$ cat config.mk
export PLATFORM = sky130hd
export DESIGN_NAME = pba_alloc
export DESIGN_NICKNAME = d
export VERILOG_FILES = /design/src/rtl/pba_pkg.sv /design/src/rtl/pba_pkt_fifo.sv /design/src/rtl/pba_page_pool.sv /design/src/rtl/pba_alloc.sv
export SDC_FILE = /design/constraint.sdc
export NUM_CORES = 1
export LEC_CHECK = 0
export ABC_CLOCK_PERIOD_IN_PS = 4660
export BUFFER_PORTS_ARGS = -buffer_cell sky130_fd_sc_hd__buf_2
export CORE_ASPECT_RATIO = 1.5
export CORE_MARGIN = 2
export CORE_UTILIZATION = 34
export DETAILED_ROUTE_END_ITERATION = 6
export PLACE_DENSITY = 0.53
export SETUP_SLACK_MARGIN = 0.5
export SLEW_MARGIN = 20
export SYNTH_ARGS = -nofsm -noshare
export SYNTH_HDL_FRONTEND = slang
export SYNTH_SLANG_ARGS = --single-unit
$ cat constraint.sdc
create_clock -name clk -period 4.66 [get_ports clk]
set_clock_uncertainty 0.2 [all_clocks]
set_input_delay 0.466 -clock clk [delete_from_list [all_inputs] [get_ports clk]]
set_output_delay 0.466 -clock clk [all_outputs]
set_load 0.005 [all_outputs]
$ cat src/rtl/pba_pkg.sv
package pba_pkg;
    localparam int PKT_W = 7;
    localparam int DW    = 16;
    localparam int REQ_W = 3;
    localparam int RSV_W = 5;

    typedef enum logic [2:0] {
        CMD_NOP     = 3'd0,
        CMD_ALLOC   = 3'd1,
        CMD_RESET   = 3'd2,
        CMD_RX_DROP = 3'd3,
        CMD_RX_FREE = 3'd4,
        CMD_FREE    = 3'd5,
        CMD_TX_PUSH = 3'd6,
        CMD_TX_CLR  = 3'd7
    } mmu_cmd_e;

    typedef enum logic [2:0] {
        RA_CMD     = 3'd0,
        RA_PNUM    = 3'd1,
        RA_RESULT  = 3'd2,
        RA_QHEAD   = 3'd3,
        RA_MEMINFO = 3'd4,
        RA_RSV     = 3'd5
    } reg_addr_e;

    typedef struct packed {
        logic             fail;
        logic [PKT_W-1:0] pkt;
    } alloc_res_t;

    typedef struct packed {
        logic             rx_empty;
        logic [PKT_W-1:0] rx_head;
        logic             tx_empty;
        logic [PKT_W-1:0] tx_head;
    } qhead_t;

    function automatic mmu_cmd_e cmd_of(input logic [DW-1:0] w);
        return mmu_cmd_e'(w[7:5]);
    endfunction
endpackage

$ cat src/rtl/pba_pkt_fifo.sv
module pba_pkt_fifo #(
    parameter int DEPTH = 8,
    parameter int W     = 7
) (
    input  logic         clk,
    input  logic         rst,
    input  logic         clear,
    input  logic         push,
    input  logic [W-1:0] din,
    input  logic         pop,
    output logic [W-1:0] head,
    output logic         empty
);
    localparam int AW    = (DEPTH > 1) ? $clog2(DEPTH) : 1;
    localparam int CNT_W = $clog2(DEPTH + 1);

    logic [W-1:0]     mem_q [DEPTH];
    logic [AW-1:0]    wr_q, rd_q;
    logic [CNT_W-1:0] cnt_q;
    logic             do_push, do_pop;

    function automatic logic [AW-1:0] bump(input logic [AW-1:0] p);
        return (p == AW'(DEPTH - 1)) ? '0 : p + AW'(1);
    endfunction

    assign do_pop  = pop && (cnt_q != '0);
    assign do_push = push && ((cnt_q != CNT_W'(DEPTH)) || do_pop);
    assign empty   = (cnt_q == '0);
    assign head    = empty ? '0 : mem_q[rd_q];

    always_ff @(posedge clk) begin
        if (do_push && !clear) mem_q[wr_q] <= din;
    end

    always_ff @(posedge clk) begin
        if (rst || clear) begin
            wr_q  <= '0;
            rd_q  <= '0;
            cnt_q <= '0;
        end else begin
            if (do_push) wr_q <= bump(wr_q);
            if (do_pop)  rd_q <= bump(rd_q);
            cnt_q <= cnt_q + CNT_W'(do_push) - CNT_W'(do_pop);
        end
    end

    // occupancy never exceeds the storage
    a_r7_no_overflow: assert property (@(posedge clk) disable iff (rst)
        cnt_q <= CNT_W'(DEPTH));
    // popping an empty queue leaves it empty
    a_r8_pop_empty: assert property (@(posedge clk) disable iff (rst)
        (pop && empty && !push && !clear) |=> empty);
endmodule

$ cat src/rtl/pba_page_pool.sv
module pba_page_pool
    import pba_pkg::*;
#(
    parameter int NUM_PAGES = 16,
    parameter int NUM_PKTS  = 8
) (
    input  logic             clk,
    input  logic             rst,
    input  logic             clear,
    input  logic             alloc_req,
    input  logic [REQ_W-1:0] alloc_m1,
    input  logic [RSV_W-1:0] reserve,
    input  logic             rel_req,
    input  logic [PKT_W-1:0] rel_pkt,
    output logic [7:0]       free_pages,
    output alloc_res_t       result,
    output logic             alloc_done,
    output logic             busy
);
    localparam int PG_W   = $clog2(NUM_PAGES + 1);
    localparam int SLOT_W = (NUM_PKTS > 1) ? $clog2(NUM_PKTS) : 1;
    localparam int CW     = PG_W + RSV_W + REQ_W + 1;

    logic [NUM_PKTS-1:0] used_q;
    logic [PG_W-1:0]     pages_q [NUM_PKTS];
    logic [PG_W-1:0]     free_q;
    logic                busy_q, done_q;
    logic [PKT_W-1:0]    rel_q;
    alloc_res_t          result_q;

    logic              found, grant, alloc_ok, rel_ok, ret, in_range;
    logic [SLOT_W-1:0] slot, rel_idx;
    logic [CW-1:0]     need;
    logic [PG_W-1:0]   take, give;

    // lowest unused packet number wins
    always_comb begin
        found = 1'b0;
        slot  = '0;
        for (int i = NUM_PKTS - 1; i >= 0; i--) begin
            if (!used_q[i]) begin
                found = 1'b1;
                slot  = SLOT_W'(i);
            end
        end
    end

    assign alloc_ok = alloc_req && !busy_q;
    assign rel_ok   = rel_req && !busy_q;
    assign need     = CW'(alloc_m1) + CW'(1);
    assign grant    = alloc_ok && found && (CW'(free_q) >= need + CW'(reserve));
    assign rel_idx  = rel_q[SLOT_W-1:0];
    assign in_range = rel_q < PKT_W'(NUM_PKTS);
    assign ret      = busy_q && in_range && used_q[rel_idx];
    assign take     = grant ? PG_W'(need) : '0;
    assign give     = ret ? pages_q[rel_idx] : '0;

    always_ff @(posedge clk) begin
        if (grant && !clear) pages_q[slot] <= PG_W'(need);
    end

    always_ff @(posedge clk) begin
        if (rst || clear) begin
            used_q   <= '0;
            free_q   <= PG_W'(NUM_PAGES);
            busy_q   <= 1'b0;
            done_q   <= 1'b0;
            rel_q    <= '0;
            result_q <= '{fail: 1'b1, pkt: '0};
        end else begin
            done_q <= grant;
            if (grant) begin
                used_q[slot] <= 1'b1;
                result_q     <= '{fail: 1'b0, pkt: PKT_W'(slot)};
            end else if (alloc_ok) begin
                result_q <= '{fail: 1'b1, pkt: '0};
            end
            if (rel_ok) begin
                busy_q <= 1'b1;
                rel_q  <= rel_pkt;
            end else if (busy_q) begin
                busy_q <= 1'b0;
                if (ret) used_q[rel_idx] <= 1'b0;
            end
            free_q <= free_q - take + give;
        end
    end

    assign free_pages = 8'(free_q);
    assign result     = result_q;
    assign alloc_done = done_q;
    assign busy       = busy_q;

    // free count is bounded by the pool size
    a_r2_free_bound: assert property (@(posedge clk) disable iff (rst)
        free_q <= PG_W'(NUM_PAGES));
    // a completion pulse always comes with a granted result
    a_r2_done_granted: assert property (@(posedge clk) disable iff (rst)
        alloc_done |-> !result.fail);
    // a refused request leaves the free count alone
    a_r3_fail_keeps_free: assert property (@(posedge clk) disable iff (rst)
        (alloc_ok && !clear) |=> (result.fail -> (free_q == $past(free_q))));
    // busy lasts a single cycle
    a_r5_busy_single: assert property (@(posedge clk) disable iff (rst)
        busy |=> !busy);
    // the reset command refills the pool
    a_r10_clear_full: assert property (@(posedge clk) disable iff (rst)
        clear |=> (free_q == PG_W'(NUM_PAGES)) && result.fail);
endmodule

$ cat src/rtl/pba_alloc.sv
module pba_alloc
    import pba_pkg::*;
#(
    parameter int NUM_PAGES = 16,
    parameter int NUM_PKTS  = 8,
    parameter int QDEPTH    = 8
) (
    input  logic             clk,
    input  logic             rst,
    input  logic             wr_en,
    input  logic [2:0]       wr_addr,
    input  logic [DW-1:0]    wr_data,
    input  logic [2:0]       rd_addr,
    output logic [DW-1:0]    rd_data,
    input  logic             rx_push,
    input  logic [PKT_W-1:0] rx_pkt,
    input  logic             tx_pop,
    output logic [PKT_W-1:0] tx_head,
    output logic             tx_empty,
    output logic             alloc_done
);
    logic [PKT_W-1:0] pnr_q;
    logic [RSV_W-1:0] rsv_q;

    logic             busy, cmd_wr, rx_empty;
    logic             alloc_req, rel_req, rx_pop, tx_push, clear_all, tx_clear;
    logic [PKT_W-1:0] rx_head, rel_pkt;
    logic [7:0]       free_pages;
    alloc_res_t       result;
    mmu_cmd_e         cmd;
    qhead_t           qh;
    logic             unused_hi;

    assign unused_hi = ^wr_data[15:8];

    assign cmd       = cmd_of(wr_data);
    assign cmd_wr    = wr_en && (wr_addr == RA_CMD) && !busy;
    assign alloc_req = cmd_wr && (cmd == CMD_ALLOC);
    assign rx_pop    = cmd_wr && ((cmd == CMD_RX_DROP) || (cmd == CMD_RX_FREE));
    assign rel_req   = cmd_wr && (((cmd == CMD_RX_FREE) && !rx_empty) || (cmd == CMD_FREE));
    assign rel_pkt   = (cmd == CMD_RX_FREE) ? rx_head : pnr_q;
    assign tx_push   = cmd_wr && (cmd == CMD_TX_PUSH);
    assign clear_all = cmd_wr && (cmd == CMD_RESET);
    assign tx_clear  = clear_all || (cmd_wr && (cmd == CMD_TX_CLR));

    always_ff @(posedge clk) begin
        if (rst) begin
            pnr_q <= '0;
            rsv_q <= '0;
        end else if (wr_en) begin
            if (wr_addr == RA_PNUM) pnr_q <= wr_data[PKT_W-1:0];
            if (wr_addr == RA_RSV)  rsv_q <= wr_data[RSV_W-1:0];
        end
    end

    pba_page_pool #(.NUM_PAGES(NUM_PAGES), .NUM_PKTS(NUM_PKTS)) u_pool (
        .clk(clk), .rst(rst), .clear(clear_all),
        .alloc_req(alloc_req), .alloc_m1(wr_data[REQ_W-1:0]), .reserve(rsv_q),
        .rel_req(rel_req), .rel_pkt(rel_pkt),
        .free_pages(free_pages), .result(result),
        .alloc_done(alloc_done), .busy(busy)
    );

    pba_pkt_fifo #(.DEPTH(QDEPTH), .W(PKT_W)) u_txq (
        .clk(clk), .rst(rst), .clear(tx_clear),
        .push(tx_push), .din(pnr_q), .pop(tx_pop),
        .head(tx_head), .empty(tx_empty)
    );

    pba_pkt_fifo #(.DEPTH(QDEPTH), .W(PKT_W)) u_rxq (
        .clk(clk), .rst(rst), .clear(clear_all),
        .push(rx_push), .din(rx_pkt), .pop(rx_pop),
        .head(rx_head), .empty(rx_empty)
    );

    assign qh = '{rx_empty: rx_empty, rx_head: rx_head, tx_empty: tx_empty, tx_head: tx_head};

    always_comb begin
        case (rd_addr)
            RA_CMD:     rd_data = {15'd0, busy};
            RA_PNUM:    rd_data = DW'(pnr_q);
            RA_RESULT:  rd_data = DW'(result);
            RA_QHEAD:   rd_data = qh;
            RA_MEMINFO: rd_data = {free_pages, 8'(NUM_PAGES)};
            RA_RSV:     rd_data = DW'(rsv_q);
            default:    rd_data = '0;
        endcase
    end

    // a no-op command moves no pages
    a_r1_nop_still: assert property (@(posedge clk) disable iff (rst)
        (cmd_wr && (cmd == CMD_NOP)) |=> (free_pages == $past(free_pages)));
    // the transmit-queue reset leaves the queue empty and pages alone
    a_r9_txclr: assert property (@(posedge clk) disable iff (rst)
        (cmd_wr && (cmd == CMD_TX_CLR)) |=> tx_empty && (free_pages == $past(free_pages)));
    // the full reset empties the receive queue as well
    a_r10_rx_cleared: assert property (@(posedge clk) disable iff (rst)
        clear_all |=> rx_empty && tx_empty);
endmodule

==> Word-level counts from Yosys, hierarchy flattened <==
Memories as Yosys holds them, arrays and structs flattened. A register that Yosys moved wholly into a read port is not among the register bits.
Index checks and enable logic that the tools add are counted.
{ "word_totals": {"regBits": 58, "ramBits": 144, "inputBits": 34, "out_inout_bits": 25, "mem_count": 3} }
{ "memory_table": {"columns": ["name", "words", "word_bits", "read_ports", "rd_ports_with_merged_regs", "wr", "line_no", "text"], "rows": [
  ["u_rxq.mem_q", 8, 7, 1, 1, 1, "pba_pkt_fifo.sv:17", "logic [W-1:0] mem_q [DEPTH];"],
  ["u_txq.mem_q", 8, 7, 1, 1, 1, "pba_pkt_fifo.sv:17", null],
  ["u_pool.pages_q", 8, 4, 1, 1, 1, "pba_page_pool.sv:25", "logic [PG_W-1:0] pages_q [NUM_PKTS];"]
]} }
{ "classes": {"addsub": 12, "order_cmp": 6, "n_eq_ne": 20, "mux": 52, "bitwise": 3, "reduce_logical": 44} }
{ "ops": {"columns": ["operator", "count"], "rows": [
  ["$pmux 16 s6", 1],
  ["$mux 8", 7],
  ["$mux 3", 18],
  ["$eq 3x3->1 const B", 11],
  ["$logic_and 1x1->1", 24],
  ["$mux 7", 3],
  ["$mux 1", 18],
  ["$add 14x5->14", 1],
  ["$ge 5x14->1", 1],
  ["$add 3x1->3 const B", 4],
  ["$eq 3x2->1 const B", 4],
  ["$mux 5", 2],
  ["$eq 3x1->1 const B", 3],
  ["$add 4x1->4", 2],
  ["$and 8x8->8", 1],
  ["$logic_not 4->1", 2],
  ["$lt 3x4->1 const B", 2],
  ["$ne 4x4->1 const B", 2],
  ["$not 8->8", 1],
  ["$or 8x8->8", 1],
  ["$reduce_bool 4->1", 2],
  ["$sub 4x1->4", 2],
  ["$logic_or 1x1->1", 7],
  ["$lt 7x4->1 const B", 1],
  ["other kinds (10)", 17]
]} }

==> Depth between registers and ports, before layout <==
Gate-level depths: netlist (run 1).
{ "logic_depth": {"ltp_word": 19, "depth_mapped": 19} }

==> Cells and area by module <==
From an unflattened synthesis (run 1), not the netlist that was laid out.
{ "hier_totals": {"hier_cells": 714, "hier_area_um2": 9957.0} }
{ "by_module_without_submodules": {"columns": ["mod", "instances", "cells_each", "area_per_inst_um2", "seq_area_each_um2"], "rows": [
  ["pba_page_pool", 1, 261, 3153.0, 1541.5],
  ["pba_pkt_fifo at u_txq", 1, 171, 2906.5, 1941.9],
  ["pba_pkt_fifo at u_rxq", 1, 170, 2882.8, 1941.9],
  ["pba_alloc", 1, 112, 1014.7, 240.2]
]} }

==> Worst setup path after synthesis (run 1) <==
OpenSTA, ideal clock, no wires.
{ "synth_path": {"path_type": "input port to flip-flop", "startpoint": "in wr_data[0]", "endpoint": "reg u_pool.free_q[4]", "arrival_ps": 4245, "setup_slack_ps": 94, "path_stages": 18, "cell_sequence": "ha_1 xor2_1 ha_1 a21o_1 a21oi_1 xor2_1 ha_1 a21oi_1 o21ai_0 o211ai_1 nor2_1 fa_1 inv_1 fa_1 a21o_1 a21oi_1 xnor2_1 nand2_1"} }
{ "synth_between": {"elab_chain_len": 7} }
{ "synth_lines": {"columns": ["item", "line_no", "text"], "rows": [
  ["start: declaration", "pba_alloc.sv:12", "input logic [DW-1:0] wr_data,"],
  ["$add 3x1->4 *", "pba_page_pool.sv:50", "assign need = CW'(alloc_m1) + CW'(1);"],
  ["named net u_pool.need[2]", "pba_page_pool.sv:33", "logic [CW-1:0] need;"],
  ["$add 14x5->14", "pba_page_pool.sv:51", "assign grant = alloc_ok && found && (CW'(free_q) >= need + CW'(reserve));"],
  ["$ge 5x14->1", "pba_page_pool.sv:51", null],
  ["$logic_and 1x1->1", "pba_page_pool.sv:51", null],
  ["$mux 5 *", "pba_page_pool.sv:55", "assign take = grant ? PG_W'(need) : '0;"],
  ["$sub 5x5->5 *", "pba_page_pool.sv:85", "free_q <= free_q - take + give;"],
  ["$add 5x5->5 *", "pba_page_pool.sv:85", null],
  ["end signal: assignment", "pba_page_pool.sv:65", "free_q <= PG_W'(NUM_PAGES);"],
  ["end signal: assignment", "pba_page_pool.sv:85", null],
  ["end: declaration", "pba_page_pool.sv:26", "logic [PG_W-1:0] free_q;"]
]} }
The timed path passes the listed nets; every way through them passes the cells marked *.
A chain may end at the register's enable or synchronous reset.

==> Final worst setup path (run 1) <==
{ "layout_path": {"startpoint": "reg rsv_q[0]", "endpoint": "reg u_pool.free_q[4]"} }
{ "layout_between": {"elab_chain_len": 6} }
{ "layout_lines": {"columns": ["item", "line_no", "text"], "rows": [
  ["start: declaration", "pba_alloc.sv:23", "logic [RSV_W-1:0] rsv_q;"],
  ["start signal: assignment", "pba_alloc.sv:52", "if (wr_addr == RA_RSV) rsv_q <= wr_data[RSV_W-1:0];"],
  ["$add 14x5->14", "pba_page_pool.sv:51", null],
  ["$ge 5x14->1", "pba_page_pool.sv:51", null],
  ["$logic_and 1x1->1", "pba_page_pool.sv:51", null],
  ["$mux 5", "pba_page_pool.sv:55", null],
  ["$sub 5x5->5", "pba_page_pool.sv:85", null],
  ["$add 5x5->5", "pba_page_pool.sv:85", null]
]} }
Every way passes these cells.

==> out/metrics.csv, run 1 <==
stage;metric;value;unit
outcome;outcome;finished, final reports clean;
critical_path;critPathCaptureType;register;
critical_path;cp-start-kind;register;
grt;antenna_found_initial;0;
drt;viasPerCell;5.16;
drt;firstDrtPassIters;6;
sta;setup_viol;0;
drt;postRouteAntennaNets;0;
sta;finalCritPeriodShare;0.848;
final_layout;final_common_cell;edfxtp_1;
yosys;syn_inst;684;
cts;h-tree-depth;1;
drt;drt_wl_total;21100;um
grt;gr-total-overflow;0;
yosys;syn_avg_cell_area;13.8;um2
power;power.density;423;mW/mm2
drt;vias;5717;
grt;grt_pass1_vias;5968;
drt;drt_iter0_markers;332;
yosys;netlist_area;0.00942;mm2
yosys;ys_ff_latch;211;
die;core-area;0.0272;mm2
grt;grt_max_degree;19;
final_layout;nets;827;
sta;maxSlewHeadroom;0.344;
sta;finalSetupTns;0;ns
final_layout;drive_gt1_frac;0.216;
yosys;synth_cell_type_count;54;
final_layout;antenna_cells;0;
final_layout;multi_input_area;0.00355;mm2
die;num_io_pins;59;
yosys;synth_enable_flop_cells;144;
yosys;synth_ff_type;edfxtp_1;
placed_design;hpwl;15500;um
final_layout;fin_area;0.0109;mm2
yosys;yosysSeqAreaShare;0.602;
drt;drc;0;
cts;cts_root_buffer;clkbuf_16;
hold_path;hold_class;input pin to register;
placed_design;post_dp_cell_area;0.0102;mm2
final_layout;layout_common_cells;edfxtp_1 (144), nor2_1 (74), dfxtp_1 (66);
die;start_util;0.346;
sta;slew_violations;0;
sta;worstMarginPinSlew;0.980;ns
placed_design;globalplace.congestion;0.883;
die;die_y;208;um
die;die_width;140;um
sta;clock.fmax;0.253;GHz
cts;insertion_delay;0.51;ns
grt;grt_pass1_wl;33200;um
power;leakage;3.76;nW
die;dieArea;0.0291;mm2
final_layout;seq_area;0.00567;mm2
cts;path_clk_slew;0.06;ns
final_layout;syn_to_final_growth;15.8;%
critical_path;cp_data_arrival_time;4.14;ns
critical_path;cp_max_fo;4;
yosys;syn-num-nets;761;
cts;clockBufferDepth;3;
critical_path;cp.required;4.85;ns
sta;hold_violations;0;
sta;min_period;3.95;ns
die;rows;74;
yosys;synthArstFlopShare;0;
cts;numClockSinks;211;
critical_path;path_class;register to register;
placed_design;place.port_buffers;50;
drt;wl_per_cell;19.0;um
grt;track_usage;0.144;
cts;cts_tree;yes;
cts;cts-buffers-inserted;21;
final_layout;fill_cells;2598;
job;cap_violations;0;
yosys;synth_warnings;0;
power;peakVddDrop;0.334;mV
sta;rsz0062_at_grt;false;
[sequential cells by signal, summed over array words and instances, names as in the netlist, 5 cells and up, named ones only]
name / flops
u_rxq.mem_q: 56
u_txq.mem_q: 56
u_pool.pages_q: 32
u_pool.used_q: 8
pnr_q: 7
u_pool.rel_q: 7
rsv_q: 5
u_pool.free_q: 5
[routing by layer]
layer	share of wire	track usage	routed length [um]
met5	0	0	0
met4	0.024	0.0414	512
met3	0.041	0.0194	860
met2	0.53	0.267	11100
met1	0.41	0.174	8570
[per-stage QoR]
stage               hold WS, ns  total power [mW]  worst slack (ns)  utilization  std cells
floorplan                 0.232              2.65             0.518            -        684
global placement          0.260              2.86             0.133        0.373       1066
global route             0.0347              4.83             0.470        0.401       1107
detailed placement        0.267              2.90            0.0555        0.373       1066
finish                   0.0344              4.61             0.707        0.401       1107
CTS                      0.0106              4.66             0.592        0.399       1104
[cells in the mapped netlist, drive strengths merged, types with 2 or more instances]
cell type	instances	area [um2]
a211oi	5	37.5
a21o	7	52.6
a21oi	24	120
a221o	7	70.1
a221oi	5	56.3
a22o	2	17.5
a311oi	3	43.8
a31o	2	17.5
a31oi	4	25.0
a41oi	3	26.3
and2	6	37.5
and3	2	12.5
buf	7	36.3
clkbuf	21	78.8
dfxtp	67	1340
edfxtp	144	4320
fa	7	140
ha	36	450
inv	38	143
mux2i	41	410
mux4	36	811
nand2	25	93.8
nand2b	15	93.8
nand3	14	75.1
nand3b	3	22.5
nand4	6	37.5
nor2	74	278
nor2b	13	81.3
nor3	8	40.0
nor3b	8	60.1
o21a	2	15.0
o21ai	15	75.1
or2	4	25.0
or3	3	18.8
or3b	3	26.3
or4	2	18.8
or4b	2	23.8
xnor2	7	61.3
xor2	6	52.6
[critical path: stages, from the launching register on]
cell      delay (ns)
dfxtp_2         0.34
ha_1            0.21
fa_2            0.35
a21o_1          0.18
a21oi_2         0.14
xor2_1          0.16
ha_1            0.27
a21oi_2         0.17
o21ai_2         0.08
o211ai_1        0.19
buf_4           0.19
buf_4           0.10
nor2_1          0.05
fa_1            0.52
inv_1           0.05
ha_1            0.33
a21oi_2         0.14
xnor2_1         0.12
nand2_1         0.06
[area by class of cell]
type                       count  area share
clock inverter                11      0.0150
inverter                      38      0.0131
timing repair buffer          71      0.0374
sequential                   211       0.520
clock buffer                  27      0.0503
tap                          342      0.0392
multi-input combinational    407       0.325
[where the power goes]
| group | internal, mW | switching, mW | leakage, nW | total (mW) |
|---|---|---|---|---|
| registers | 2.07 | 0.0820 | 1.79 | 2.15 |
| clock network | 1.06 | 0.698 | 0.341 | 1.76 |
| logic | 0.330 | 0.376 | 1.63 | 0.705 |
| total | 3.46 | 1.16 | 3.76 | 4.61 |
[repair_timing]
action                                  4_1_cts  5_1_grt
hold buffers                                  0        0
setup buffers                                 0        3
gates resized for setup                       0        3
endpoints found under the setup margin        0        2
[worst paths after layout]
path / end / start / cells past startpoint / slack, ns
worst min register to register: u_txq.rd_q[1]$_SDFFE_PP0P_ / u_txq.rd_q[1]$_SDFFE_PP0P_ / 2 / 0.28
worst max-delay path: u_pool.free_q[4]$_SDFF_PP1_ / rsv_q[0]$_SDFFE_PP0P_ / 18 / 0.71
worst max register to register: u_pool.free_q[4]$_SDFF_PP1_ / rsv_q[0]$_SDFFE_PP0P_ / 18 / 0.71
worst min-delay path: u_rxq.mem_q[0][5]$_DFFE_PP_ / rx_pkt[5] / 1 / 0.03
[logic make-up after synthesis]
kind of cell | synth area share
AOI/OAI and AO/OA | 0.0642
xor gates and xnor gates | 0.0121
adders and majority gates | 0.0627
buffers and inverters | 0.0274
DFF | 0.602
muxes | 0.130
and+or+nand+nor | 0.102
(Power assumes the default switching activity.)
==> inputs of run 2 (changes only) <==
ABC_AREA = 1   (was not set)
ABC_CLOCK_PERIOD_IN_PS = 3750   (was 4660)
PLACE_DENSITY = 0.52   (was 0.53)
clock period = 3.75 ns   (was 4.66 ns; I/O delays follow)
==> run 2 against run 1 <==
  * Utilization up 1.5 points
  * Critical endpoint unchanged
  * Critical path depth unchanged
  * Sequential power up 23%
  * Cell count up 34%
  * Non-clock buffer count up 45
  * Largest power group unchanged
  * Highest routed layer unchanged
  * Combinational power up 55%
  * Power up 33%
  * Cell area up 8.6%
  * Via count up 27%
  * Largest cell class unchanged
==> out/metrics.csv, run 2 <==
stage;metric;value;unit
yosys;yosysSeqAreaShare;0.579;
cts;cts_tree;yes;
cts;path_clk_slew;0.06;ns
sta;slew_violations;0;
outcome;outcome;finished, final reports clean;
final_layout;syn_to_final_growth;21.1;%
job;cap_violations;0;
grt;antenna_found_initial;2;
final_layout;top_regs;u_rxq.mem_q (56), u_txq.mem_q (56), u_pool.pages_q (32);
final_layout;nets;1193;
grt;gr-total-overflow;0;
sta;worstMarginPinSlew;0.923;ns
placed_design;post-place-ws;-0.369;ns
critical_path;cp_data_arrival_time;3.77;ns
power;power.density;518;mW/mm2
yosys;syn_inst;1011;
yosys;yosysTopAreaCell;edfxtp_1;
critical_path;cp.required;3.96;ns
cts;clockBufferDepth;3;
grt;grt_max_degree;29;
die;die_width;142;um
critical_path;cp-start-kind;register;
sta;setup_viol;0;
critical_path;critPathMaxStageDelay;0.51;ns
critical_path;crit_path_cell_trace;ha_4 > fa_2 > a21oi_2 > o21ai_2 > xor2_1 > ha_1 > nand2_1 > nand2_2 > nand3_4 > nor2_4 > fa_1 > inv_2 > fa_2 > nand2_2 > nand2_2 > a21oi_2 > xor2_1 > nand2_1;
sta;rsz0062_at_grt;true;
placed_design;place.port_buffers;50;
grt;grt_pass1_wl;38600;um
power;leakage;4.65;nW
die;start_util;0.343;
final_layout;final_common_cell;nor2_1;
placed_design;hpwl;17400;um
yosys;synth_cell_type_count;42;
yosys;synthTopCellsByCount;nor2_1 (182), nand2_1 (160), edfxtp_1 (144);
yosys;synth_warnings;0;
yosys;synth_ff_type;edfxtp_1;
cts;insertion_delay;0.52;ns
drt;drc;0;
yosys;syn_avg_cell_area;9.67;um2
yosys;synth_top_area_share;0.442;
drt;postRouteAntennaNets;0;
yosys;netlist_area;0.00978;mm2
drt;vias;7250;
drt;drt_wl_total;24500;um
yosys;synth_area_leaders;edfxtp_1 (44%), dfxtp_1 (14%), nor2_1 (7.0%);
yosys;synthArstFlopShare;0;
yosys;synth_enable_flop_cells;144;
sta;finalCritPeriodShare;0.948;
critical_path;path_buf_inv;1;
yosys;synthMostInstantiatedCell;nor2_1;
final_layout;drive_gt1_frac;0.173;
drt;viasPerCell;4.88;
cts;cts-buffers-inserted;22;
final_layout;fill_cells;2834;
critical_path;critPathTopFamily;adder cells;
final_layout;layout_common_cells;nor2_1 (177), nand2_1 (155), edfxtp_1 (144);
sta;hold_violations;0;
yosys;ys_ff_latch;211;
critical_path;path_class;register to register;
critical_path;critPathCaptureType;register;
hold_path;hold_class;input pin to register;
critical_path;cp_max_fo;4;
die;core-area;0.0285;mm2
die;dieArea;0.0302;mm2
drt;firstDrtPassIters;5;
sta;min_period;3.55;ns
grt;track_usage;0.165;
grt;grt_pass1_vias;7236;
critical_path;cp_slowest_cell;fa_1;
die;num_io_pins;59;
die;die_y;212;um
sta;clock.fmax;0.281;GHz
sta;hold_slack;0.0353;ns
sta;fin_ws;0.196;ns
critical_path;r2r_slack;0.20;ns
cts;numClockSinks;211;
drt;drt_iter0_markers;398;
sta;maxSlewHeadroom;0.380;
power;peakVddDrop;0.453;mV
drt;wl_per_cell;16.5;um
placed_design;globalplace.congestion;0.802;
yosys;syn-num-nets;1088;
critical_path;cpMostUsedCell;nand2_2;
die;rows;76;
cts;h-tree-depth;1;
cts;cts_root_buffer;clkbuf_16;
[run 2: through the flow]
stage	utilization	instance area (um2)	setup TNS (ns)	cells	power (mW)
after floorplan	-	9850	-0.202	1011	3.37
after global placement	0.377	10800	-0.795	1428	3.75
after detailed placement	0.377	10800	-0.985	1428	3.76
after CTS	0.412	11700	0	1481	6.20
after global routing	0.415	11800	0	1483	6.42
final	0.415	11800	0	1485	6.14
[run 2: layout make-up]
class	count	area (um2)	area share
clock buffer	29	629	0.0531
inverter	103	390	0.0330
multi-input combinational	662	3750	0.317
tap	351	439	0.0371
timing repair buffer	116	779	0.0658
clock inverter	11	178	0.0150
sequential	211	5670	0.479
antenna	2	5.00	0.000423
[run 2: path summary, 6_finish.rpt]
path	from	to	depth (start not counted)
worst min register to register	u_pool.result[2]$_SDFFE_PP0P_	u_pool.result[2]$_SDFFE_PP0P_	2
worst min-delay path	rst	pnr_q[4]$_SDFFE_PP0P_	2
worst max-delay path	rsv_q[0]$_SDFFE_PP0P_	u_pool.free_q[4]$_SDFF_PP1_	18
worst max register to register	rsv_q[0]$_SDFFE_PP0P_	u_pool.free_q[4]$_SDFF_PP1_	18
[run 2: metal layers]
| metal | up-vias | routed length [um] | global-route usage | share of wire |
|---|---|---|---|---|
| li1 | 3683 | - | - | - |
| met1 | 3396 | 11000 | 0.209 | 0.45 |
| met2 | 135 | 11900 | 0.286 | 0.49 |
| met3 | 36 | 968 | 0.0240 | 0.039 |
| met4 | 0 | 678 | 0.0580 | 0.028 |
| met5 | - | 0 | 0 | 0 |
[run 2: what timing repair did]
item,CTS,global route
setup endpoints to repair,4,12
setup buffers,1,2
hold buffers,12,0
gates cloned,0,0
hold endpoints to repair,64,0
pin swaps,14,15
gates resized for setup,14,20
[run 2: power by group]
part           leakage (nW)  total (mW)  switching, mW  internal, mW
Clock                 0.391        2.41          0.934          1.47
Combinational          2.43        1.09          0.678         0.412
Sequential             1.83        2.64         0.0649          2.58
Total                  4.65        6.14           1.68          4.46
[run 2: logic make-up (layout without fill, tap and decap cells)]
group	Yosys count	after routing	synth area share
AO/OA/AOI/OAI	179	179	0.111
XOR/XNOR	6	6	0.00537
adder cells (fa/ha/maj)	43	43	0.0604
buffers and inverters	138	259	0.0563
flip-flops	211	211	0.579
other	0	2	0
AND/OR/NAND/NOR	434	434	0.188
